===== config.mk =====
export PLATFORM = sky130hd
export DESIGN_NAME = pit_timer_top
export DESIGN_NICKNAME = d
export VERILOG_FILES = /design/src/rtl/pit_pkg.sv /design/src/rtl/pit_ctl_decode.sv /design/src/rtl/pit_channel.sv /design/src/rtl/pit_timer_top.sv
export SDC_FILE = /design/constraint.sdc
export NUM_CORES = 2
export LEC_CHECK = 0
export BUFFER_PORTS_ARGS = -buffer_cell sky130_fd_sc_hd__buf_2
export CAP_MARGIN = 25
export CORE_UTILIZATION = 57
export CTS_BUF_LIST = sky130_fd_sc_hd__clkbuf_8
export DETAILED_ROUTE_END_ITERATION = 10
export GPL_TIMING_DRIVEN = 0
export HOLD_SLACK_MARGIN = 0.15
export PLACE_DENSITY = 0.79
export SYNTH_ARGS = -nofsm -noshare
export SYNTH_HDL_FRONTEND = slang
export SYNTH_SLANG_ARGS = --single-unit

===== constraint.sdc =====
create_clock -name clk -period 28.4 [get_ports clk]
set_input_delay 2.84 -clock clk [delete_from_list [all_inputs] [get_ports clk]]
set_output_delay 2.84 -clock clk [all_outputs]
set_load 0.1 [all_outputs]

===== src/rtl/pit_pkg.sv =====
package pit_pkg;
    localparam int NUM_CH = 3;
    localparam int BYTE_W = 8;
    localparam int CNT_W  = 16;
    localparam int EXT_W  = CNT_W + 1;

    typedef enum logic [1:0] {
        ACC_LATCH = 2'b00,
        ACC_LO    = 2'b01,
        ACC_HI    = 2'b10,
        ACC_LOHI  = 2'b11
    } acc_e;

    typedef struct packed {
        logic        ctl_we;
        acc_e        acc;
        logic [2:0]  mode;
        logic        bcd;
        logic        cnt_latch;
        logic        sts_latch;
        logic        data_we;
    } chan_cmd_s;

    function automatic logic [EXT_W-1:0] bcd_to_bin(input logic [CNT_W-1:0] b);
        return EXT_W'(b[15:12]) * EXT_W'(1000) + EXT_W'(b[11:8]) * EXT_W'(100)
             + EXT_W'(b[7:4]) * EXT_W'(10) + EXT_W'(b[3:0]);
    endfunction

    function automatic logic [CNT_W-1:0] bin_to_bcd(input logic [EXT_W-1:0] v);
        logic [EXT_W-1:0] r;
        r = v % EXT_W'(10000);
        return {4'(r / EXT_W'(1000)), 4'((r / EXT_W'(100)) % EXT_W'(10)),
                4'((r / EXT_W'(10)) % EXT_W'(10)), 4'(r % EXT_W'(10))};
    endfunction
endpackage


===== src/rtl/pit_ctl_decode.sv =====
module pit_ctl_decode
    import pit_pkg::*;
(
    input  logic              wr_en,
    input  logic [1:0]        addr,
    input  logic [BYTE_W-1:0] wdata,
    output chan_cmd_s         cmd [NUM_CH]
);
    logic [2:0] mode_fix;

    always_comb begin
        mode_fix = wdata[3:1];
        if (mode_fix[1]) mode_fix[2] = 1'b0;
        for (int i = 0; i < NUM_CH; i++) begin
            cmd[i]         = '0;
            cmd[i].acc     = acc_e'(wdata[5:4]);
            cmd[i].mode    = mode_fix;
            cmd[i].bcd     = wdata[0];
            cmd[i].data_we = wr_en && (addr == 2'(i));
            if (wr_en && addr == 2'd3) begin
                if (wdata[7:6] == 2'(i)) begin
                    if (wdata[5:4] == ACC_LATCH) cmd[i].cnt_latch = 1'b1;
                    else                         cmd[i].ctl_we    = 1'b1;
                end else if (wdata[7:6] == 2'd3 && wdata[1+i]) begin
                    cmd[i].cnt_latch = !wdata[5];
                    cmd[i].sts_latch = !wdata[4];
                end
            end
        end
    end
endmodule


===== src/rtl/pit_channel.sv =====
module pit_channel
    import pit_pkg::*;
(
    input  logic              clk,
    input  logic              rst_n,
    input  logic              tick,
    input  logic              gate,
    input  chan_cmd_s         cmd,
    input  logic [BYTE_W-1:0] wbyte,
    input  logic              rd_en,
    output logic [BYTE_W-1:0] rdata,
    output logic              out
);
    typedef struct packed {
        logic [2:0]        mode;
        acc_e              acc;
        logic              bcd;
        logic [EXT_W-1:0]  cnt;
        logic [EXT_W-1:0]  n;
        logic              run;
        logic              out;
        logic              wr_hi;
        logic [BYTE_W-1:0] wpend;
        logic              rd_hi;
        logic [CNT_W-1:0]  latch;
        logic              cl;
        logic              sl;
        logic [BYTE_W-1:0] status;
        logic              gate_q;
    } chan_s;

    chan_s s_d, s_q;

    logic [CNT_W-1:0] live_cnt, src_cnt, full_cnt;
    logic [EXT_W-1:0] nxt_cnt, load_val;
    logic [EXT_W:0]   half;
    logic             gate_ok, hw_mode, do_load;

    always_comb begin
        s_d      = s_q;
        s_d.gate_q = gate;
        live_cnt = s_q.bcd ? bin_to_bcd(s_q.cnt) : s_q.cnt[CNT_W-1:0];
        src_cnt  = s_q.cl ? s_q.latch : live_cnt;
        half     = ({1'b0, s_q.n} + (EXT_W+1)'(1)) >> 1;
        hw_mode  = (s_q.mode == 3'd1) || (s_q.mode == 3'd5);
        gate_ok  = hw_mode || gate;
        nxt_cnt  = (s_q.cnt == EXT_W'(1)) ? s_q.n : s_q.cnt - EXT_W'(1);

        if (s_q.sl)                rdata = s_q.status;
        else if (s_q.acc == ACC_LO) rdata = src_cnt[7:0];
        else if (s_q.acc == ACC_HI) rdata = src_cnt[15:8];
        else                        rdata = s_q.rd_hi ? src_cnt[15:8] : src_cnt[7:0];

        // counting step
        if (tick && s_q.run && gate_ok) begin
            unique case (s_q.mode)
                3'd0: if (s_q.cnt != '0) begin
                    s_d.cnt = s_q.cnt - EXT_W'(1);
                    if (s_q.cnt == EXT_W'(1)) s_d.out = 1'b1;
                end
                3'd1: if (s_q.cnt != '0) begin
                    s_d.cnt = s_q.cnt - EXT_W'(1);
                    if (s_q.cnt == EXT_W'(1)) s_d.out = 1'b0;
                end
                3'd2: begin
                    s_d.cnt = nxt_cnt;
                    s_d.out = (s_q.cnt == EXT_W'(1));
                end
                3'd3: begin
                    s_d.cnt = nxt_cnt;
                    s_d.out = ({1'b0, s_q.n - nxt_cnt} < half);
                end
                default: begin
                    if (s_q.cnt == EXT_W'(1)) begin
                        s_d.cnt = '0;
                        s_d.out = 1'b1;
                    end else if (s_q.cnt == '0) begin
                        s_d.out = 1'b0;
                    end else begin
                        s_d.cnt = s_q.cnt - EXT_W'(1);
                    end
                end
            endcase
        end

        // gate rising edge restarts the hardware-triggered modes
        if (hw_mode && s_q.run && gate && !s_q.gate_q) begin
            s_d.cnt = s_q.n;
            s_d.out = (s_q.mode == 3'd1);
        end

        // read sequencing
        if (rd_en) begin
            if (s_q.sl) begin
                s_d.sl = 1'b0;
            end else if (s_q.acc == ACC_LOHI) begin
                s_d.rd_hi = !s_q.rd_hi;
                if (s_q.rd_hi) s_d.cl = 1'b0;
            end else begin
                s_d.cl = 1'b0;
            end
        end

        // latch commands (capture pre-tick state)
        if (cmd.cnt_latch && !s_q.cl) begin
            s_d.latch = live_cnt;
            s_d.cl    = 1'b1;
        end
        if (cmd.sts_latch && !s_q.sl) begin
            s_d.status = {s_q.out, 1'b0, s_q.acc, s_q.mode, s_q.bcd};
            s_d.sl     = 1'b1;
        end

        // data writes
        do_load  = 1'b0;
        full_cnt = '0;
        if (cmd.data_we) begin
            unique case (s_q.acc)
                ACC_LO: begin full_cnt = {8'h00, wbyte}; do_load = 1'b1; end
                ACC_HI: begin full_cnt = {wbyte, 8'h00}; do_load = 1'b1; end
                default: begin
                    if (!s_q.wr_hi) begin
                        s_d.wpend = wbyte;
                        s_d.wr_hi = 1'b1;
                    end else begin
                        full_cnt  = {wbyte, s_q.wpend};
                        s_d.wr_hi = 1'b0;
                        do_load   = 1'b1;
                    end
                end
            endcase
        end
        load_val = s_q.bcd ? bcd_to_bin(full_cnt) : EXT_W'(full_cnt);
        if (load_val == '0) load_val = s_q.bcd ? EXT_W'(10000) : EXT_W'(65536);
        if (do_load) begin
            s_d.n   = load_val;
            s_d.cnt = load_val;
            s_d.run = 1'b1;
            s_d.out = (s_q.mode == 3'd1) || (s_q.mode == 3'd3);
        end

        // control byte
        if (cmd.ctl_we) begin
            s_d.mode  = cmd.mode;
            s_d.acc   = cmd.acc;
            s_d.bcd   = cmd.bcd;
            s_d.run   = 1'b0;
            s_d.out   = 1'b0;
            s_d.wr_hi = 1'b0;
            s_d.rd_hi = 1'b0;
            s_d.cl    = 1'b0;
            s_d.sl    = 1'b0;
        end
    end

    always_ff @(posedge clk) begin
        if (!rst_n) begin
            s_q       <= '0;
            s_q.mode  <= 3'd3;
            s_q.acc   <= ACC_LOHI;
            s_q.n     <= EXT_W'(65536);
            s_q.cnt   <= EXT_W'(65536);
            s_q.run   <= 1'b1;
            s_q.out   <= 1'b1;
        end else begin
            s_q <= s_d;
        end
    end

    assign out = s_q.out;

    // once high in mode 0 the output stays high until reprogrammed
    p_mode0_hold_r3: assert property (@(posedge clk) disable iff (!rst_n)
        (s_q.mode == 3'd0 && s_q.out && !cmd.ctl_we && !cmd.data_we) |=> s_q.out);

    // rate pulse lasts one tick when the period exceeds one
    p_pulse_width_r5: assert property (@(posedge clk) disable iff (!rst_n)
        (s_q.mode == 3'd2 && s_q.out && tick && gate && s_q.n != EXT_W'(1)
         && !cmd.ctl_we && !cmd.data_we) |=> !s_q.out);

    // a low gate freezes the count in the gate-level modes
    p_gate_freeze_r12: assert property (@(posedge clk) disable iff (!rst_n)
        (s_q.run && !gate && s_q.mode != 3'd1 && s_q.mode != 3'd5
         && !cmd.ctl_we && !cmd.data_we) |=> $stable(s_q.cnt));

    // the latch holds until read or reprogrammed
    p_latch_frozen_r10: assert property (@(posedge clk) disable iff (!rst_n)
        (s_q.cl && !rd_en && !cmd.ctl_we) |=> (s_q.cl && $stable(s_q.latch)));

    // the live count never exceeds the effective count
    p_cnt_bounded_r8: assert property (@(posedge clk) disable iff (!rst_n)
        s_q.cnt <= s_q.n);
endmodule


===== src/rtl/pit_timer_top.sv =====
module pit_timer_top
    import pit_pkg::*;
(
    input  logic              clk,
    input  logic              rst_n,
    input  logic              wr_en,
    input  logic              rd_en,
    input  logic [1:0]        addr,
    input  logic [BYTE_W-1:0] wdata,
    output logic [BYTE_W-1:0] rdata,
    input  logic              tick,
    input  logic [NUM_CH-1:0] gate,
    output logic [NUM_CH-1:0] tout
);
    chan_cmd_s         cmd   [NUM_CH];
    logic [BYTE_W-1:0] ch_rd [NUM_CH];

    pit_ctl_decode u_dec (
        .wr_en (wr_en),
        .addr  (addr),
        .wdata (wdata),
        .cmd   (cmd)
    );

    for (genvar i = 0; i < NUM_CH; i++) begin : g_ch
        pit_channel u_ch (
            .clk   (clk),
            .rst_n (rst_n),
            .tick  (tick),
            .gate  (gate[i]),
            .cmd   (cmd[i]),
            .wbyte (wdata),
            .rd_en (rd_en && (addr == 2'(i))),
            .rdata (ch_rd[i]),
            .out   (tout[i])
        );
    end

    always_comb begin
        rdata = '0;
        for (int i = 0; i < NUM_CH; i++)
            if (addr == 2'(i)) rdata = ch_rd[i];
    end
endmodule


After elaboration in Yosys (flattened, before gate mapping)
Index checks and enable logic that the tools add are counted.

Word-level logic and storage cells: 430. Input port bits: 18. Bits in registers: 234.

Multiply operators: 9. Div/mod/pow operators: 21. $add $sub $neg: 18. Reductions and logical operators: 117. Bitwise logic cells: 10. Muxes and demuxes: 153. $lt $le $gt $ge: 3. Eq/ne operators: 54.

Operator list (count): $mux 17 (27); $mux 16 (12); $mod 17x4->17 const B (9); $mux 8 (18); $mux 36 (3); $logic_not 17->1 (6); $pmux 17 s2 (3); $pmux 16 s2 (3); $mux 9 (9); $mux 1 (63); $add 17x1->18 const B (3); $add 17x4->17 (3); $add 17x8->17 (3); $div 17x10->17 const B (3); $div 17x4->17 const B (3); $div 17x7->17 const B (3); $eq 17x1->1 const B (3); $lt 17x17->1 (3); $mod 17x14->17 const B (3); $reduce_bool 17->1 (3); $sub 17x1->17 const B (3); $sub 17x17->17 (3); $add 14x11->15 (3); $reduce_and 3->1 (12); other kinds (30) (181).

Depth between registers and ports, before layout
Depth in word-level cells: 12. Mapped depth: 45. Gate-level depth less buffers: 37.

Cells and area by module
A second synthesis with hierarchy kept.

Cell total of the unflattened synthesis: 5533. Area total of the unflattened synthesis: 39623.0 sq um.

By module, submodules not included: pit_channel at g_ch[0].u_ch ... (times used 2, cells each 1859, area each 13400.4 sq um, sequential area each 1561.5 sq um); pit_channel at g_ch[2].u_ch (times used 1, cells each 1749, area each 12326.8 sq um, sequential area each 1561.5 sq um); pit_ctl_decode (times used 1, cells each 43, area each 295.3 sq um, sequential area each 0.0 sq um); pit_timer_top (times used 1, cells each 23, area each 200.2 sq um, sequential area each 0.0 sq um).

Worst setup path before layout
OpenSTA, ideal clock, no wires.

Path type: register to output. Start: register g_ch[0].u_ch.s_q[65] in the netlist's numbering. End: output rdata[4]. Slack: 14.956 ns. Arrival: 10.604 ns. Required time: 25.560 ns. Stages on the path, launching flop included: 42. Path through: dfxtp_1 buf_6 or4_1 buf_2 a2111o_1 o221a_2 buf_2 a21oi_1 mux2i_1 a221o_1 or3_1 and3_1 o211ai_2 a21oi_1 o21bai_1 mux2_2 or2_1 or3_1 (+6 left out) o221a_2 nand2b_1 buf_4 a211oi_1 a31o_1 o311a_1 buf_2 xor2_1 ha_1 a21oi_1 a2bb2oi_1 o211ai_1 o31ai_4 nand2_1 nand2_1 nand2_1 o21ai_0 o311ai_1.

Word-level cells in the longest chain between the ends: 12. Elaborated cells between the ends (all ways): 13. Classes of those cells: div: 4; mux: 9.

RTL lines: start, declared (RTL line pit_channel.sv:32) `chan_s s_d, s_q;`; $mod 17x14->17 (*) (RTL line pit_pkg.sv:31) `r = v % EXT_W'(10000);`; $div 17x4->17 (RTL line pit_pkg.sv:33) `4'((r / EXT_W'(10)) % EXT_W'(10)), 4'(r % EXT_W'(10))};`; $mod 17x4->17 (RTL line pit_pkg.sv:33); $mux 16 (*) (RTL line pit_channel.sv:42) `live_cnt = s_q.bcd ? bin_to_bcd(s_q.cnt) : s_q.cnt[CNT_W-1:0];`; $mux 16 (*) (RTL line pit_channel.sv:43) `src_cnt = s_q.cl ? s_q.latch : live_cnt;`; $mux 8 (RTL line pit_channel.sv:52) `else rdata = s_q.rd_hi ? src_cnt[15:8] : src_cnt[7:0];`; $mux 8 (RTL line pit_channel.sv:51) `else if (s_q.acc == ACC_HI) rdata = src_cnt[15:8];`; $mux 8 (*) (RTL line pit_channel.sv:50) `else if (s_q.acc == ACC_LO) rdata = src_cnt[7:0];`; $mux 8 (*) (RTL line pit_channel.sv:49) `if (s_q.sl) rdata = s_q.status;`; $mux 8 (*) (3 in a row) (RTL line pit_timer_top.sv:42) `if (addr == 2'(i)) rdata = ch_rd[i];`; end, declared (RTL line pit_timer_top.sv:10) `output logic [BYTE_W-1:0] rdata,`.

Mark *: on every way between the ends. The rest lies on a longest branch, timed or not.

Worst setup path in the final report
Start: register g_ch[2].u_ch.s_q[66] in the netlist's numbering. End: output rdata[2].

Word-level cells in the longest chain between the ends: 10. Elaborated cells between the ends (all ways): 11. Classes of those cells: div: 4; mux: 7.

RTL lines: start, declared (RTL line pit_channel.sv:32); $mod 17x14->17 (RTL line pit_pkg.sv:31); $div 17x7->17 (RTL line pit_pkg.sv:32) `return {4'(r / EXT_W'(1000)), 4'((r / EXT_W'(100)) % EXT_W'(10)),`; $mod 17x4->17 (RTL line pit_pkg.sv:32); $mux 16 (*) (RTL line pit_channel.sv:42); $mux 16 (*) (RTL line pit_channel.sv:43); $mux 8 (RTL line pit_channel.sv:52); $mux 8 (RTL line pit_channel.sv:51); $mux 8 (*) (RTL line pit_channel.sv:50); $mux 8 (*) (RTL line pit_channel.sv:49); $mux 8 (*) (RTL line pit_timer_top.sv:42).

Marked as above.

==> impl_summary.txt <==
----------------------------------------------------
[Run status]
  Status ... complete, no violations

[Clock network]
  Max Buffers Root-to-Sink ... 3
  Clk Tree Root Cell ... clkbuf_8
  CTS clk-pin slew, worst paths ... 0.06 ns
  Level count of the clock H-tree ... 2
  Total CTS buffers ... 42
  Clock Sink Count ... 234
  Cells resized by post-CTS repair ... 0
  Clock insertion delay at the later pin of the skew report ... 0.59 ns
  Clock tree from TritonCTS ... built
  Post-CTS setup buffers ... 0
  # hold bufs at CTS ... 0

[Layout]
  Number of nets in the layout ... 5671
  Non-Filler Instances ... 6204
  Most frequent standard cell in the layout excluding fill and tap cells ... nand2_1
  Fraction of final layout cells with drive strength greater than 1 ... 6.603%
  Most frequent cells in the layout ... nand2_1 (545), nor2_1 (489), a21oi_1 (395)
  Relative area change from synthesis to final layout ... 5.631%

[Place]
  Estimated wirelength of the detail-placed design ... 94390 µm
  Final Wtd Congestion ... 0.9948
  DP Cell Count ... 6127
  IO buf count ... 21
  Dpl ws ... 14.17 ns

[Drt]
  Final wirelength ... 121400 µm
  Final ANT Viol Nets ... 0
  Detailed Routing Iterations Pass 1 ... 8
  Average detailed-routed wire length per instance ... 19.57 µm
  DRC violation count after routing ... 0
  Per-cell via count in the routed design ... 6.658
  Total number of vias ... 41307
  Initial DRC count ... 4989

[STA]
  Final critical-path required period ... 15.37 ns
  Total setup violations reported at the end of the flow ... 0
  Setup TNS Final ... 0 ns
  Max transition margin ... 25.68%
  Final-report hold violation count ... 0
  Setup repair after global routing missed its margin ... false
  Slew at the pin closest to its max-slew limit ... 1.115 ns
  Final Cycle Share ... 54.13%
  Max Clk Rate ... 65.05 MHz
  Skew final ... 0.03709 ns
  Final number of max-transition violations ... 0
  Slack of the critical path ... 13.03 ns

[Floorplanning]
  Die width ... 259.3 µm
  Starting density of the core ... 58.14%
  Count of boundary I/O pins ... 29
  Die area ... 67260 µm²
  Height of the die ... 259.3 µm
  Core area ... 64930 µm²
  Row count ... 93

[Setup path]
  Critical Path Slowest Stage Cell ... o311ai_1
  Data required time at the worst endpoint ... 25.56 ns
  Kind of launch point of the worst setup path ... flip-flop
  Cell count of the worst reg-to-reg path ... 42
  Crit path max fanout ... 10
  Data arrival at the endpoint of the critical path ... 12.53 ns
  Startpoint-to-endpoint class of the critical path ... reg -> out
  Maximum cell stage delay along the critical path ... 0.79 ns
  Endpoint kind of the worst setup timing path ... primary output
  Minimum setup slack among reg-to-reg paths ... 17.64 ns

[Logic synthesis]
  Number of synthesis warnings ... 0
  Number of enable-type register cells in the synthesized netlist ... 0
  Predominant post-synthesis flop cell ... dfxtp_1
  Share of synthesized area occupied by flip-flops and latches ... 12.41%
  Post-Syn Area per Cell ... 7.192 µm²
  Synth cell types ... 140
  Yosys reg bits ... 234
  Number of cells produced by synthesis ... 5249
  Fraction of synthesis flops using an asynchronous set or reset pin ... 0%
  Number of nets produced by synthesis ... 5603
  Area of the mapped netlist ... 37750 µm²

[Global route]
  Number of global-route vias before repair ... 37809
  Aggregate global routing overflow ... 0
  Pin count of the biggest net entering global routing ... 12
  Initial antenna violation count ... 4
  Global-route wire length before repair ... 194600 µm
  Overall routing resource usage ... 34.52%

[Worst hold path]
  Hold path cells ... 2
  Class of the worst hold path ... reg -> reg

[Flow run]
  Maximum capacitance violations ... 0

----------------------------------------------------
per-stage QoR:
step	instance area, µm²	hold slack [ns]	util, %
floorplan	37750	0.4304	-
global placement	38920	0.4378	59.95
detailed placement	38930	0.4471	59.96
CTS	39860	0.4548	61.39
global route	39870	0.4761	61.40
finish	39870	0.4538	61.41
routing by layer:
layer | vias up | part of all wire [%] | track usage [%]
li1 | 19429 | - | -
met1 | 19270 | 43 | 48.01
met2 | 2245 | 43 | 52.94
met3 | 357 | 10 | 4.862
met4 | 6 | 4.1 | 14.54
met5 | - | 0.036 | 0
kinds of logic after synthesis:
family                     after synthesis  share of synthesized area [%]
AOI/OAI and AO/OA                     1704                          31.72
xor gates and xnor gates               358                          8.426
adders and majority gates              351                          12.37
buffers and inverters                  543                          5.754
DFF                                    234                          12.41
muxes                                  197                          5.433
and+or+nand+nor                       1862                          23.89
final timing paths:
kind                                           from                                end
hold reg to reg   g_ch[0].u_ch.s_q[26]$_SDFFE_PN0P_  g_ch[0].u_ch.s_q[26]$_SDFFE_PN0P_
setup / recovery  g_ch[2].u_ch.s_q[66]$_SDFFE_PN0P_                           rdata[2]
setup reg to reg  g_ch[2].u_ch.s_q[66]$_SDFFE_PN0P_  g_ch[2].u_ch.s_q[20]$_SDFFE_PN0P_
hold / removal    g_ch[0].u_ch.s_q[26]$_SDFFE_PN0P_  g_ch[0].u_ch.s_q[26]$_SDFFE_PN0P_
cell type report:
cell class                 count  area (µm²)
timing repair buffer          24       121.4
clock buffer                  50       688.2
tap                          855        1070
clock inverter                23       239.0
antenna                        3       7.507
inverter                     210       788.3
multi-input combinational   4472       30890
sequential                   234        4684
fill                        6027       25060
buffer                       333        1384
cells in the mapped netlist, types with 76 or more instances:
cell,number,area (µm²)
nand2_1,545,2046
nor2_1,489,1836
a21oi_1,395,1977
o21ai_0,315,1577
ha_1,294,3679
clkbuf_1,245,919.6
dfxtp_1,234,4684
xnor2_1,231,2023
inv_1,204,765.7
mux2i_1,157,1572
nand3_1,155,775.7
nor3_1,133,665.6
xor2_1,121,1060
a21o_1,111,833.3
o211ai_1,87,653.1
nor2b_1,79,494.2
a31oi_1,76,475.5
state kept, by name, summed over array words and instances, names as in the netlist:
name / count
g_ch.u_ch.out: 3
g_ch.u_ch.s_q: 231
worst max-delay path: cells and delay by family (launching register included):
family | cells | cell delay [ns]
AO/OA/AOI/OAI | 16 | 4.92
buffers and inverters | 10 | 2.87
AND/OR/NAND/NOR | 9 | 1.70
multiplexers | 4 | 1.24
XOR/XNOR | 2 | 0.44
flip-flops | 1 | 0.40
adder cells (fa/ha/maj) | 2 | 0.40
Power is left out: the tool's default activity adds up to more than one toggle a clock period on the data nets, which glitch-free logic cannot reach.
